[src/rtl/mbx_pkg.sv]
package mbx_pkg;
    typedef enum logic [2:0] {
        MB_OFF    = 3'd0,
        MB_RX     = 3'd1,
        MB_RX_OVR = 3'd2,
        MB_TX     = 3'd3,
        MB_CONS   = 3'd4,
        MB_PROD   = 3'd5
    } mb_kind_e;

    typedef enum logic [1:0] {
        ARB_IDLE  = 2'd0,
        ARB_OFFER = 2'd1,
        ARB_SEND  = 2'd2
    } arb_state_e;
endpackage

[src/rtl/mbx_match.sv]
module mbx_match
    import mbx_pkg::*;
#(
    parameter int NUM_MB = 8,
    parameter int STD_W  = 11,
    parameter int XT_W   = 18,
    localparam int ID_W  = STD_W + XT_W + 1,
    localparam int IDX_W = $clog2(NUM_MB)
) (
    input  logic [ID_W-1:0]              frame_id,
    input  logic                         frame_rtr,
    input  logic [NUM_MB-1:0][ID_W-1:0]  mb_id,
    input  logic [NUM_MB-1:0][ID_W-1:0]  mb_mask,
    input  logic [NUM_MB-1:0][2:0]       mb_kind,
    input  logic [NUM_MB-1:0]            mb_pend,
    input  logic [NUM_MB-1:0]            mb_armed,
    output logic                         hit,
    output logic [IDX_W-1:0]             hit_idx
);
    logic [NUM_MB-1:0] cand;

    for (genvar g = 0; g < NUM_MB; g++) begin : g_slot
        logic            listens;
        logic [ID_W-1:0] keep;
        logic [ID_W-1:0] diff;

        always_comb begin
            case (mb_kind[g])
                MB_RX, MB_RX_OVR: listens = !frame_rtr;
                MB_CONS:          listens = !frame_rtr && mb_armed[g];
                MB_PROD:          listens = frame_rtr && mb_pend[g];
                default:          listens = 1'b0;
            endcase
            // standard frames compare only the standard part
            keep = frame_id[ID_W-1] ? mb_mask[g]
                                    : {mb_mask[g][ID_W-1:XT_W], {XT_W{1'b0}}};
            diff = (frame_id ^ mb_id[g]) & keep;
            cand[g] = listens && (diff[ID_W-2:0] == '0)
                      && (frame_id[ID_W-1] == mb_id[g][ID_W-1]);
        end
    end

    always_comb begin
        hit     = 1'b0;
        hit_idx = '0;
        for (int i = NUM_MB - 1; i >= 0; i--) begin
            if (cand[i]) begin
                hit     = 1'b1;
                hit_idx = i[IDX_W-1:0];
            end
        end
    end
endmodule

[src/rtl/mbx_tx_arb.sv]
module mbx_tx_arb #(
    parameter int NUM_MB = 8,
    parameter int PRIO_W = 4,
    localparam int IDX_W = $clog2(NUM_MB)
) (
    input  logic [NUM_MB-1:0]              elig,
    input  logic [NUM_MB-1:0][PRIO_W-1:0]  prio,
    output logic                           any,
    output logic [IDX_W-1:0]               win_idx
);
    logic [PRIO_W-1:0] best;

    always_comb begin
        any     = 1'b0;
        win_idx = '0;
        best    = '1;
        for (int i = 0; i < NUM_MB; i++) begin
            // strict compare keeps the lower index on a tie
            if (elig[i] && (!any || prio[i] < best)) begin
                any     = 1'b1;
                win_idx = i[IDX_W-1:0];
                best    = prio[i];
            end
        end
    end
endmodule

[src/rtl/mbx_ctrl.sv]
module mbx_ctrl
    import mbx_pkg::*;
#(
    parameter int NUM_MB  = 8,
    parameter int PRIO_W  = 4,
    parameter int STD_W   = 11,
    parameter int XT_W    = 18,
    parameter int DLC_W   = 4,
    parameter int DATA_W  = 64,
    parameter int STAMP_W = 16,
    localparam int ID_W   = STD_W + XT_W + 1,
    localparam int IDX_W  = $clog2(NUM_MB)
) (
    input  logic               clk,
    input  logic               rst_n,
    input  logic               host_cfg_we,
    input  logic [IDX_W-1:0]   host_idx,
    input  logic [2:0]         host_kind,
    input  logic [PRIO_W-1:0]  host_prio,
    input  logic [ID_W-1:0]    host_id,
    input  logic [ID_W-1:0]    host_mask,
    input  logic [DLC_W-1:0]   host_dlc,
    input  logic [DATA_W-1:0]  host_data,
    input  logic [NUM_MB-1:0]  host_xfer,
    input  logic [NUM_MB-1:0]  host_abort,
    input  logic [IDX_W-1:0]   rd_idx,
    output logic [DLC_W-1:0]   rd_dlc,
    output logic               rd_rtr,
    output logic [DATA_W-1:0]  rd_data,
    output logic [STAMP_W-1:0] rd_stamp,
    output logic [NUM_MB-1:0]  mb_ready,
    output logic [NUM_MB-1:0]  mb_aborted,
    output logic [NUM_MB-1:0]  mb_ignored,
    input  logic               rx_valid,
    input  logic [ID_W-1:0]    rx_id,
    input  logic               rx_rtr,
    input  logic [DLC_W-1:0]   rx_dlc,
    input  logic [DATA_W-1:0]  rx_data,
    input  logic [STAMP_W-1:0] rx_stamp,
    output logic               tx_req,
    output logic [IDX_W-1:0]   tx_mbx,
    output logic [ID_W-1:0]    tx_id,
    output logic               tx_rtr,
    output logic [DLC_W-1:0]   tx_dlc,
    output logic [DATA_W-1:0]  tx_data,
    input  logic               tx_start,
    input  logic               tx_done,
    input  logic               tx_lost
);
    // mailbox storage
    logic [NUM_MB-1:0][2:0]         kind_q;
    logic [NUM_MB-1:0][PRIO_W-1:0]  prio_q;
    logic [NUM_MB-1:0][ID_W-1:0]    id_q;
    logic [NUM_MB-1:0][ID_W-1:0]    mask_q;
    logic [NUM_MB-1:0][DLC_W-1:0]   dlc_q;
    logic [NUM_MB-1:0][DATA_W-1:0]  data_q;
    logic [NUM_MB-1:0][STAMP_W-1:0] stamp_q;
    logic [NUM_MB-1:0]              rtr_q;
    logic [NUM_MB-1:0]              pend_q;
    logic [NUM_MB-1:0]              armed_q;   // consumer waiting / producer triggered
    logic [NUM_MB-1:0]              rdy_q;
    logic [NUM_MB-1:0]              abt_q;
    logic [NUM_MB-1:0]              ign_q;

    arb_state_e       state_q, state_d;
    logic [IDX_W-1:0] win_q;
    logic             defer_q;

    logic              rx_hit;
    logic [IDX_W-1:0]  rx_idx;
    logic [NUM_MB-1:0] tx_elig;
    logic              arb_any;
    logic [IDX_W-1:0]  arb_idx;
    logic              commit, finish_ok, finish_bad, drop_offer;

    mbx_match #(.NUM_MB(NUM_MB), .STD_W(STD_W), .XT_W(XT_W)) u_match (
        .frame_id (rx_id),
        .frame_rtr(rx_rtr),
        .mb_id    (id_q),
        .mb_mask  (mask_q),
        .mb_kind  (kind_q),
        .mb_pend  (pend_q),
        .mb_armed (armed_q),
        .hit      (rx_hit),
        .hit_idx  (rx_idx)
    );

    always_comb begin
        for (int i = 0; i < NUM_MB; i++) begin
            tx_elig[i] = pend_q[i] &&
                ((kind_q[i] == MB_TX) ||
                 (kind_q[i] == MB_CONS && !armed_q[i]) ||
                 (kind_q[i] == MB_PROD &&  armed_q[i]));
        end
    end

    mbx_tx_arb #(.NUM_MB(NUM_MB), .PRIO_W(PRIO_W)) u_arb (
        .elig   (tx_elig),
        .prio   (prio_q),
        .any    (arb_any),
        .win_idx(arb_idx)
    );

    assign commit     = (state_q == ARB_OFFER && tx_start) || state_q == ARB_SEND;
    assign finish_ok  = state_q == ARB_SEND && tx_done;
    assign finish_bad = state_q == ARB_SEND && tx_lost;
    assign drop_offer = !tx_elig[win_q] || host_abort[win_q] || host_xfer[win_q]
                        || (host_cfg_we && host_idx == win_q);

    // next-state logic
    always_comb begin
        state_d = state_q;
        unique case (state_q)
            ARB_IDLE:  if (arb_any) state_d = ARB_OFFER;
            ARB_OFFER: begin
                if (tx_start)        state_d = ARB_SEND;
                else if (drop_offer) state_d = ARB_IDLE;
            end
            ARB_SEND:  if (tx_done || tx_lost) state_d = ARB_IDLE;
            default:   state_d = ARB_IDLE;
        endcase
    end

    // state register
    always_ff @(posedge clk or negedge rst_n) begin
        if (!rst_n) begin
            state_q <= ARB_IDLE;
            win_q   <= '0;
            defer_q <= 1'b0;
        end else begin
            state_q <= state_d;
            if (state_q == ARB_IDLE && arb_any) win_q <= arb_idx;
            if (state_d == ARB_IDLE)                    defer_q <= 1'b0;
            else if (commit && host_abort[win_q])       defer_q <= 1'b1;
        end
    end

    // outputs
    always_comb begin
        tx_req  = state_q == ARB_OFFER;
        tx_mbx  = win_q;
        tx_id   = id_q[win_q];
        tx_rtr  = kind_q[win_q] == MB_CONS;
        tx_dlc  = dlc_q[win_q];
        tx_data = data_q[win_q];
        rd_dlc   = dlc_q[rd_idx];
        rd_rtr   = rtr_q[rd_idx];
        rd_data  = data_q[rd_idx];
        rd_stamp = stamp_q[rd_idx];
        mb_ready   = rdy_q;
        mb_aborted = abt_q;
        mb_ignored = ign_q;
    end

    // mailbox updates: reception, completion, commands, configuration
    always_ff @(posedge clk or negedge rst_n) begin
        if (!rst_n) begin
            kind_q <= '0; prio_q <= '0; id_q <= '0; mask_q <= '0;
            dlc_q <= '0; data_q <= '0; stamp_q <= '0; rtr_q <= '0;
            pend_q <= '0; armed_q <= '0; rdy_q <= '0; abt_q <= '0; ign_q <= '0;
        end else begin
            if (rx_valid && rx_hit) begin
                case (kind_q[rx_idx])
                    MB_RX: if (!rdy_q[rx_idx]) begin
                        dlc_q[rx_idx] <= rx_dlc; data_q[rx_idx] <= rx_data;
                        stamp_q[rx_idx] <= rx_stamp; rtr_q[rx_idx] <= rx_rtr;
                        rdy_q[rx_idx] <= 1'b1;
                    end
                    MB_RX_OVR: begin
                        dlc_q[rx_idx] <= rx_dlc; data_q[rx_idx] <= rx_data;
                        stamp_q[rx_idx] <= rx_stamp; rtr_q[rx_idx] <= rx_rtr;
                        rdy_q[rx_idx] <= 1'b1;
                        if (rdy_q[rx_idx]) ign_q[rx_idx] <= 1'b1;
                    end
                    MB_CONS: begin
                        dlc_q[rx_idx] <= rx_dlc; data_q[rx_idx] <= rx_data;
                        stamp_q[rx_idx] <= rx_stamp; rtr_q[rx_idx] <= rx_rtr;
                        rdy_q[rx_idx] <= 1'b1; armed_q[rx_idx] <= 1'b0;
                    end
                    MB_PROD: begin
                        armed_q[rx_idx] <= 1'b1;
                        stamp_q[rx_idx] <= rx_stamp; rtr_q[rx_idx] <= 1'b1;
                    end
                    default: ;
                endcase
            end
            if (finish_ok) begin
                pend_q[win_q] <= 1'b0;
                case (kind_q[win_q])
                    MB_CONS: armed_q[win_q] <= 1'b1;
                    MB_PROD: begin armed_q[win_q] <= 1'b0; rdy_q[win_q] <= 1'b1; end
                    default: rdy_q[win_q] <= 1'b1;
                endcase
            end
            if (finish_bad && defer_q) begin
                pend_q[win_q] <= 1'b0; armed_q[win_q] <= 1'b0; abt_q[win_q] <= 1'b1;
            end
            for (int i = 0; i < NUM_MB; i++) begin
                if (host_abort[i] && !(commit && win_q == i[IDX_W-1:0])
                    && (pend_q[i] || armed_q[i])) begin
                    pend_q[i] <= 1'b0; armed_q[i] <= 1'b0; abt_q[i] <= 1'b1;
                end
                if (host_xfer[i]) begin
                    pend_q[i] <= 1'b1; armed_q[i] <= 1'b0;
                    rdy_q[i] <= 1'b0; ign_q[i] <= 1'b0; abt_q[i] <= 1'b0;
                end
            end
            if (host_cfg_we) begin
                kind_q[host_idx] <= host_kind;  prio_q[host_idx] <= host_prio;
                id_q[host_idx]   <= host_id;    mask_q[host_idx] <= host_mask;
                dlc_q[host_idx]  <= host_dlc;   data_q[host_idx] <= host_data;
                stamp_q[host_idx] <= '0;        rtr_q[host_idx]  <= 1'b0;
                pend_q[host_idx] <= 1'b0;       armed_q[host_idx] <= 1'b0;
                rdy_q[host_idx]  <= 1'b0;       abt_q[host_idx]  <= 1'b0;
                ign_q[host_idx]  <= 1'b0;
            end
        end
    end
endmodule

[config.mk]
export PLATFORM = sky130hd
export DESIGN_NAME = mbx_ctrl
export DESIGN_NICKNAME = d
export VERILOG_FILES = /design/src/rtl/mbx_pkg.sv /design/src/rtl/mbx_match.sv /design/src/rtl/mbx_tx_arb.sv /design/src/rtl/mbx_ctrl.sv
export SDC_FILE = /design/constraint.sdc
export NUM_CORES = 2
export LEC_CHECK = 0
export CAP_MARGIN = 25
export CORE_UTILIZATION = 54
export DETAILED_ROUTE_END_ITERATION = 8
export GPL_ROUTABILITY_DRIVEN = 0
export PLACE_DENSITY = 0.86
export SLEW_MARGIN = 20
export SYNTH_ARGS = -nofsm -noshare
export SYNTH_HDL_FRONTEND = slang
export SYNTH_SLANG_ARGS = --single-unit
[constraint.sdc]
create_clock -name clk -period 12.26 [get_ports clk]
set_input_delay 1.839 -clock clk [delete_from_list [all_inputs] [get_ports clk]]
set_output_delay 1.839 -clock clk [all_outputs]
set_load 0.005 [all_outputs]
* Yosys cells after proc, flatten, opt, wreduce, memory -nomap -nowiden
Cells that the tools add are included.
Cells by class: order comparisons 14, equality and inequality tests 64, muxes and demuxes 220, bitwise gates (word level) 39, reduce and logical (&&, ||, !) cells 181
Operators by type and width (count):
- $mux W512 | 3
- $bwmux W512 | 2
- $pmux W512 S2 | 1
- $bwmux W240 | 2
- $bmux W64 S3 | 2
- $demux W64 S3 | 2
- $mux W128 | 3
- $mux W64 | 4
- $pmux W128 S2 | 1
- $and A29 B29 Y29 | 8
- $logic_not A29 Y1 | 8
- $xor A29 B29 Y29 | 8
- $mux W8 | 21
- $mux W18 | 8
- $and A128 B128 Y128 | 1
- $bwmux W128 | 1
- $not A128 Y128 | 1
- $logic_and A1 B1 Y1 | 98
- $bwmux W32 | 3
- $demux W16 S3 | 2
- $mux W32 | 3
- $mux W1 | 91
- $bmux W30 S3 | 1
- $demux W30 S3 | 1
- 39 further kinds | 243
Storage, ports and cells: register bits after elaboration 1262, input port bits 279, output and inout port bits 212

* Longest topological paths before layout
depth after elaboration 38, gate-level depth with buffers 62

* Cells and area by module
Synthesis repeated with hierarchy kept, for this count alone.
Second synthesis, totals: cells, all modules 6693, area total of the unflattened synthesis 70206.1 sq um
Modules (own cells, without submodules):
- mbx_ctrl | instances 1, cells an instance 5979, area an instance 64856.0 sq um, sequential area each 31580.3 sq um
- mbx_match | instances 1, cells an instance 520, area an instance 3923.8 sq um, sequential area each 0.0 sq um
- mbx_tx_arb | instances 1, cells an instance 194, area an instance 1426.4 sq um, sequential area each 0.0 sq um

* Least setup slack after synthesis
No wires, ideal clock.
path type reg-to-reg, from register kind_q[0] (netlist name), to register win_q[2] (netlist: tx_mbx[2]), arrival time 11.434 ns, path slack 0.700 ns, stages on the path, launching flop included 59, path buffers 3, cell sequence dfrtp_1 -> buf_6 -> or4b_4 -> a31o_4 -> clkbuf_1 -> nor2_1 -> ha_1 -> nand2_1 -> or4_4 -> o21a_4 -> a21boi_2 -> nor2_1 -> a21oi_1 -> inv_1 -> ha_1 -> inv_1 -> or3_1 -> a31o_2 -> (+23 left out) -> a311o_1 -> mux2i_1 -> a31oi_2 -> a21oi_1 -> ha_1 -> a21o_1 -> a21o_1 -> inv_1 -> o21ai_0 -> or3_4 -> nand2_2 -> mux2_4 -> ha_1 -> o21a_1 -> o21ai_0 -> a21oi_1 -> o211ai_2 -> o32a_1
On the way: word-level cells in the longest chain between the ends 35
Ends and longest elaborated chain:
- start: declaration | line mbx_ctrl.sv:51 | logic [NUM_MB-1:0][2:0] kind_q;
- start signal: indexed assignment | line mbx_ctrl.sv:209 | kind_q[host_idx] <= host_kind; prio_q[host_idx] <= host_prio;
- $eq A3 B3 Y1 | line mbx_ctrl.sv:92 | (kind_q[i] == MB_CONS && !armed_q[i]) ||
- $logic_and A1 B1 Y1 | line mbx_ctrl.sv:92
- $logic_or A1 B1 Y1 | line mbx_ctrl.sv:91 | ((kind_q[i] == MB_TX) ||
- $logic_or A1 B1 Y1 * | line mbx_ctrl.sv:92
- $logic_and A1 B1 Y1 * | line mbx_ctrl.sv:90 | tx_elig[i] = pend_q[i] &&
- $mux W4 / $mux W1 (equally long branches) | line mbx_tx_arb.sv:19 | if (elig[i] && (!any || prio[i] < best)) begin
- $lt A4 B4 Y1 / $logic_not A1 Y1 (equally long branches) | line mbx_tx_arb.sv:19
- $logic_or A1 B1 Y1 | line mbx_tx_arb.sv:19
- (+19 left out)
- $logic_or A1 B1 Y1 | line mbx_tx_arb.sv:19
- $logic_and A1 B1 Y1 | line mbx_tx_arb.sv:19
- $mux W4 / $mux W1 (equally long branches) | line mbx_tx_arb.sv:19
- $lt A4 B4 Y1 / $logic_not A1 Y1 (equally long branches) | line mbx_tx_arb.sv:19
- $logic_or A1 B1 Y1 | line mbx_tx_arb.sv:19
- $logic_and A1 B1 Y1 | line mbx_tx_arb.sv:19
- $mux W1 | line mbx_tx_arb.sv:19
- $logic_and A1 B1 Y1 | line mbx_ctrl.sv:132 | if (state_q == ARB_IDLE && arb_any) win_q <= arb_idx;
- end signal: assignment | line mbx_ctrl.sv:132
- end: declaration | line mbx_ctrl.sv:66 | logic [IDX_W-1:0] win_q;
Every way passes the cells marked *; elsewhere a longest branch is shown, timed or not. A chain may end at the register's enable or synchronous reset.

* Final worst setup path
from register kind_q[1] (netlist name), to register win_q[0] (netlist: tx_mbx[0])
Same word-level chain as after synthesis.

==> flow_metrics.tcl <==
set metrics [dict create \
    postSynthAreaPerCell_um2 11.0 \
    power.total_mw 15.6 \
    cts_hold_buf 0 \
    yosysSeqAreaShare 0.462 \
    worstSkewPairLatency_ns 0.81 \
    critPathCaptureType "flop" \
    synth.largest_area_cell "dfrtp_1" \
    antenna_found_initial 67 \
    place_inst 7872 \
    final_cell_area_um2 78900 \
    ant_nets 0 \
    grt_max_degree 163 \
    utilization 0.636 \
    netlist_area_um2 67900 \
    drv_slew 0 \
    hp-class "flop to flop" \
    totalWireLength_um 235000 \
    worst-setup-path-type "flop to flop" \
    drt_pass1_iterations 9 \
    rr_startpoint "kind_q[1]" \
    critPathMaxStageDelay_ns 0.54 \
    hold_viol 0 \
    ys_warn_count 0 \
    grt_pass1_vias 57800 \
    drive_above_1_share 0.209 \
    core_um2 124000 \
    gr-total-overflow 0 \
    cts_max_level 4 \
    cts-root-buf "clkbuf_16" \
    dpl_cell_area_um2 73800 \
    peakVddDrop_uv 201 \
    cts.sinks 1254 \
    grt_pass1_wl_um 353000 \
    leakage_nw 32.9 \
    layout_min_cycle_time_ns 11.75 \
    cts_buffers 135 \
    drtIter0Drc 7899 \
    syn-instance-count 6188 \
    syn_nets 6478 \
    instances_no_fill 8172 \
    routedWlPerCell_um 28.8 \
    io_pins 491 \
    holdPathStages 2 \
    min_to "mask_q[213]" \
    synth-edff-count 0 \
    ff2ff_path_depth 59 \
    die_x_um 357 \
    tightest_slew_ns 1.21 \
    synthToLayoutAreaGrowth_pct 16.3 \
    ff2ff_setup_slack_ns 0.51 \
    via_per_inst 6.86 \
    cts_tree "done" \
    maxCapViolCount 0 \
    yosys-top-cells-area "dfrtp_1 46%, mux4_2 12%, mux2_2 9.4%, nand2_1 7.5%, mux2i_1 4.0%" \
    place_hpwl_um 140000 \
    start_kind "flop" \
    slowest_stage "or4b_4" \
    clk_pin_slew_ns 0.06 \
    critPathArrivalTime_ns 12.44 \
    num_rows 129 \
    die_h_um 357 \
    setup-tns-final_ns 0 \
    fmax_mhz 85.1 \
    clock-skew-final_ns 0.0480 \
    dp_slack_ns 0.280 \
    powerDensity_nw_per_um2 198 \
    layout.nets 6676 \
    numPortBuffers 489 \
    yosysTopAreaCellShare 0.462 \
    fp.dieArea_um2 127000 \
    whs_ns 0.481 \
    setup_ws_ns 0.506 \
    timing.final.crit_share 0.959 \
    vias 56100 \
    cts_buffer_depth 3 \
    grt_usage 0.367 \
    layout_common_cells "1,350 x nand2_1, 1,248 x dfrtp_1, 569 x mux2_2" \
    status "completed" \
    drc 0 \
    crit_required_ns 12.95 \
    path_max_fanout 8 \
    r2r-end "tx_mbx[0]" \
    ys_seq_elements 1254 \
    crit_top_cell "ha_1" \
    synth-main-ff-cell "dfrtp_1" \
    start_util 0.547 \
    mostFrequentLayoutCell "nand2_1" \
    ys_async_sr_fraction 1.00 \
    ys_types 90 \
    setup_viol 0 \
    relSlewSlack 0.192 \
    worstHoldStart "mask_q[213]" \
]
## worst max-delay path: cells and delay by family (launching register included)
| kind | cells | cell delay, ns |
|---|---|---|
| AND/OR/NAND/NOR | 18 | 3.92 |
| AO/OA/AOI/OAI | 23 | 4.07 |
| adder cells (fa/ha/maj) | 7 | 1.64 |
| multiplexers | 4 | 1.04 |
| flip-flops | 1 | 0.43 |
| buffers and inverters | 7 | 0.60 |
## metal layers
metal,up-vias,track usage,share of wire
met5,-,0,0.0015
met4,52,0.258,0.070
met3,1164,0.130,0.14
met2,4485,0.555,0.45
met1,27700,0.439,0.33
li1,22700,-,-
## layout make-up
class	instances	area [um^2]
fillers	8857	45200
multi-input cells	4364	34600
flip-flops and latches	1254	31400
repair buffers	597	5940
clock buffers	188	3930
well taps	1637	2050
clock inverters	55	810
inverters	34	128
diodes	43	108
## timing repair
action	CTS	global route
gates resized for setup	0	21
setup endpoints to repair	0	3
setup buffers	0	8
## report_power, final
part	switching, mW	internal, mW
Clock	1.83	2.58
Sequential	0.816	5.02
Combinational	2.52	2.83
## state kept, by name, indices dropped and copies added (netlist names)
name        cells
data_q        512
id_q          240
mask_q        232
stamp_q       128
dlc_q          32
prio_q         32
kind_q         24
armed_q         8
mb_aborted      8
mb_ignored      8
mb_ready        8
pend_q          8
rtr_q           8
tx_mbx          3
state_q         2
defer_q         1
## worst max-delay path by stage
| stage | from | to | cells after the start |
|---|---|---|---|
| after detailed placement | kind_q[0] | tx_mbx[2] | 55 |
| after global routing | armed_q[0] | tx_mbx[0] | 59 |
| final | kind_q[1] | tx_mbx[0] | 59 |
| after floorplan | kind_q[0] | tx_mbx[2] | 58 |
| after global placement | kind_q[0] | tx_mbx[2] | 55 |
| after CTS | kind_q[0] | tx_mbx[2] | 55 |
## synthesized netlist by cell type (all sizes together) (5+ instances only)
cell / count
mux2i: 271
inv: 34
a211o: 5
o21a: 10
clkbuf: 374
nand4: 21
nor3b: 8
nand2b: 27
mux2: 571
a32oi: 8
nor2b: 14
nand3: 86
nor4: 6
and3: 7
o31ai: 15
nand2: 1356
o221ai: 9
nor2: 286
a31oi: 46
xor2: 240
a211oi: 20
mux4: 373
a21oi: 134
nand3b: 12
a21o: 8
or2: 9
or3: 10
nor3: 42
a22oi: 122
buf: 162
o211ai: 311
a221o: 8
o21ai: 223
a221oi: 8
a21boi: 5
a222oi: 13
ha: 11
a22o: 7
a31o: 5
dfrtp: 1254
## cell families (layout without fill, tap and decap cells)
group	Yosys count	after routing	share of synthesized area
adders and majority gates	15	15	0.00262
other	0	43	0
and+or+nand+nor	1902	1902	0.114
AOI/OAI and AO/OA	988	988	0.0985
DFF	1254	1254	0.462
xor gates and xnor gates	244	244	0.0315
muxes	1215	1215	0.259
buffers and inverters	570	874	0.0325
Note: power is estimated with default switching activity, not from simulation.
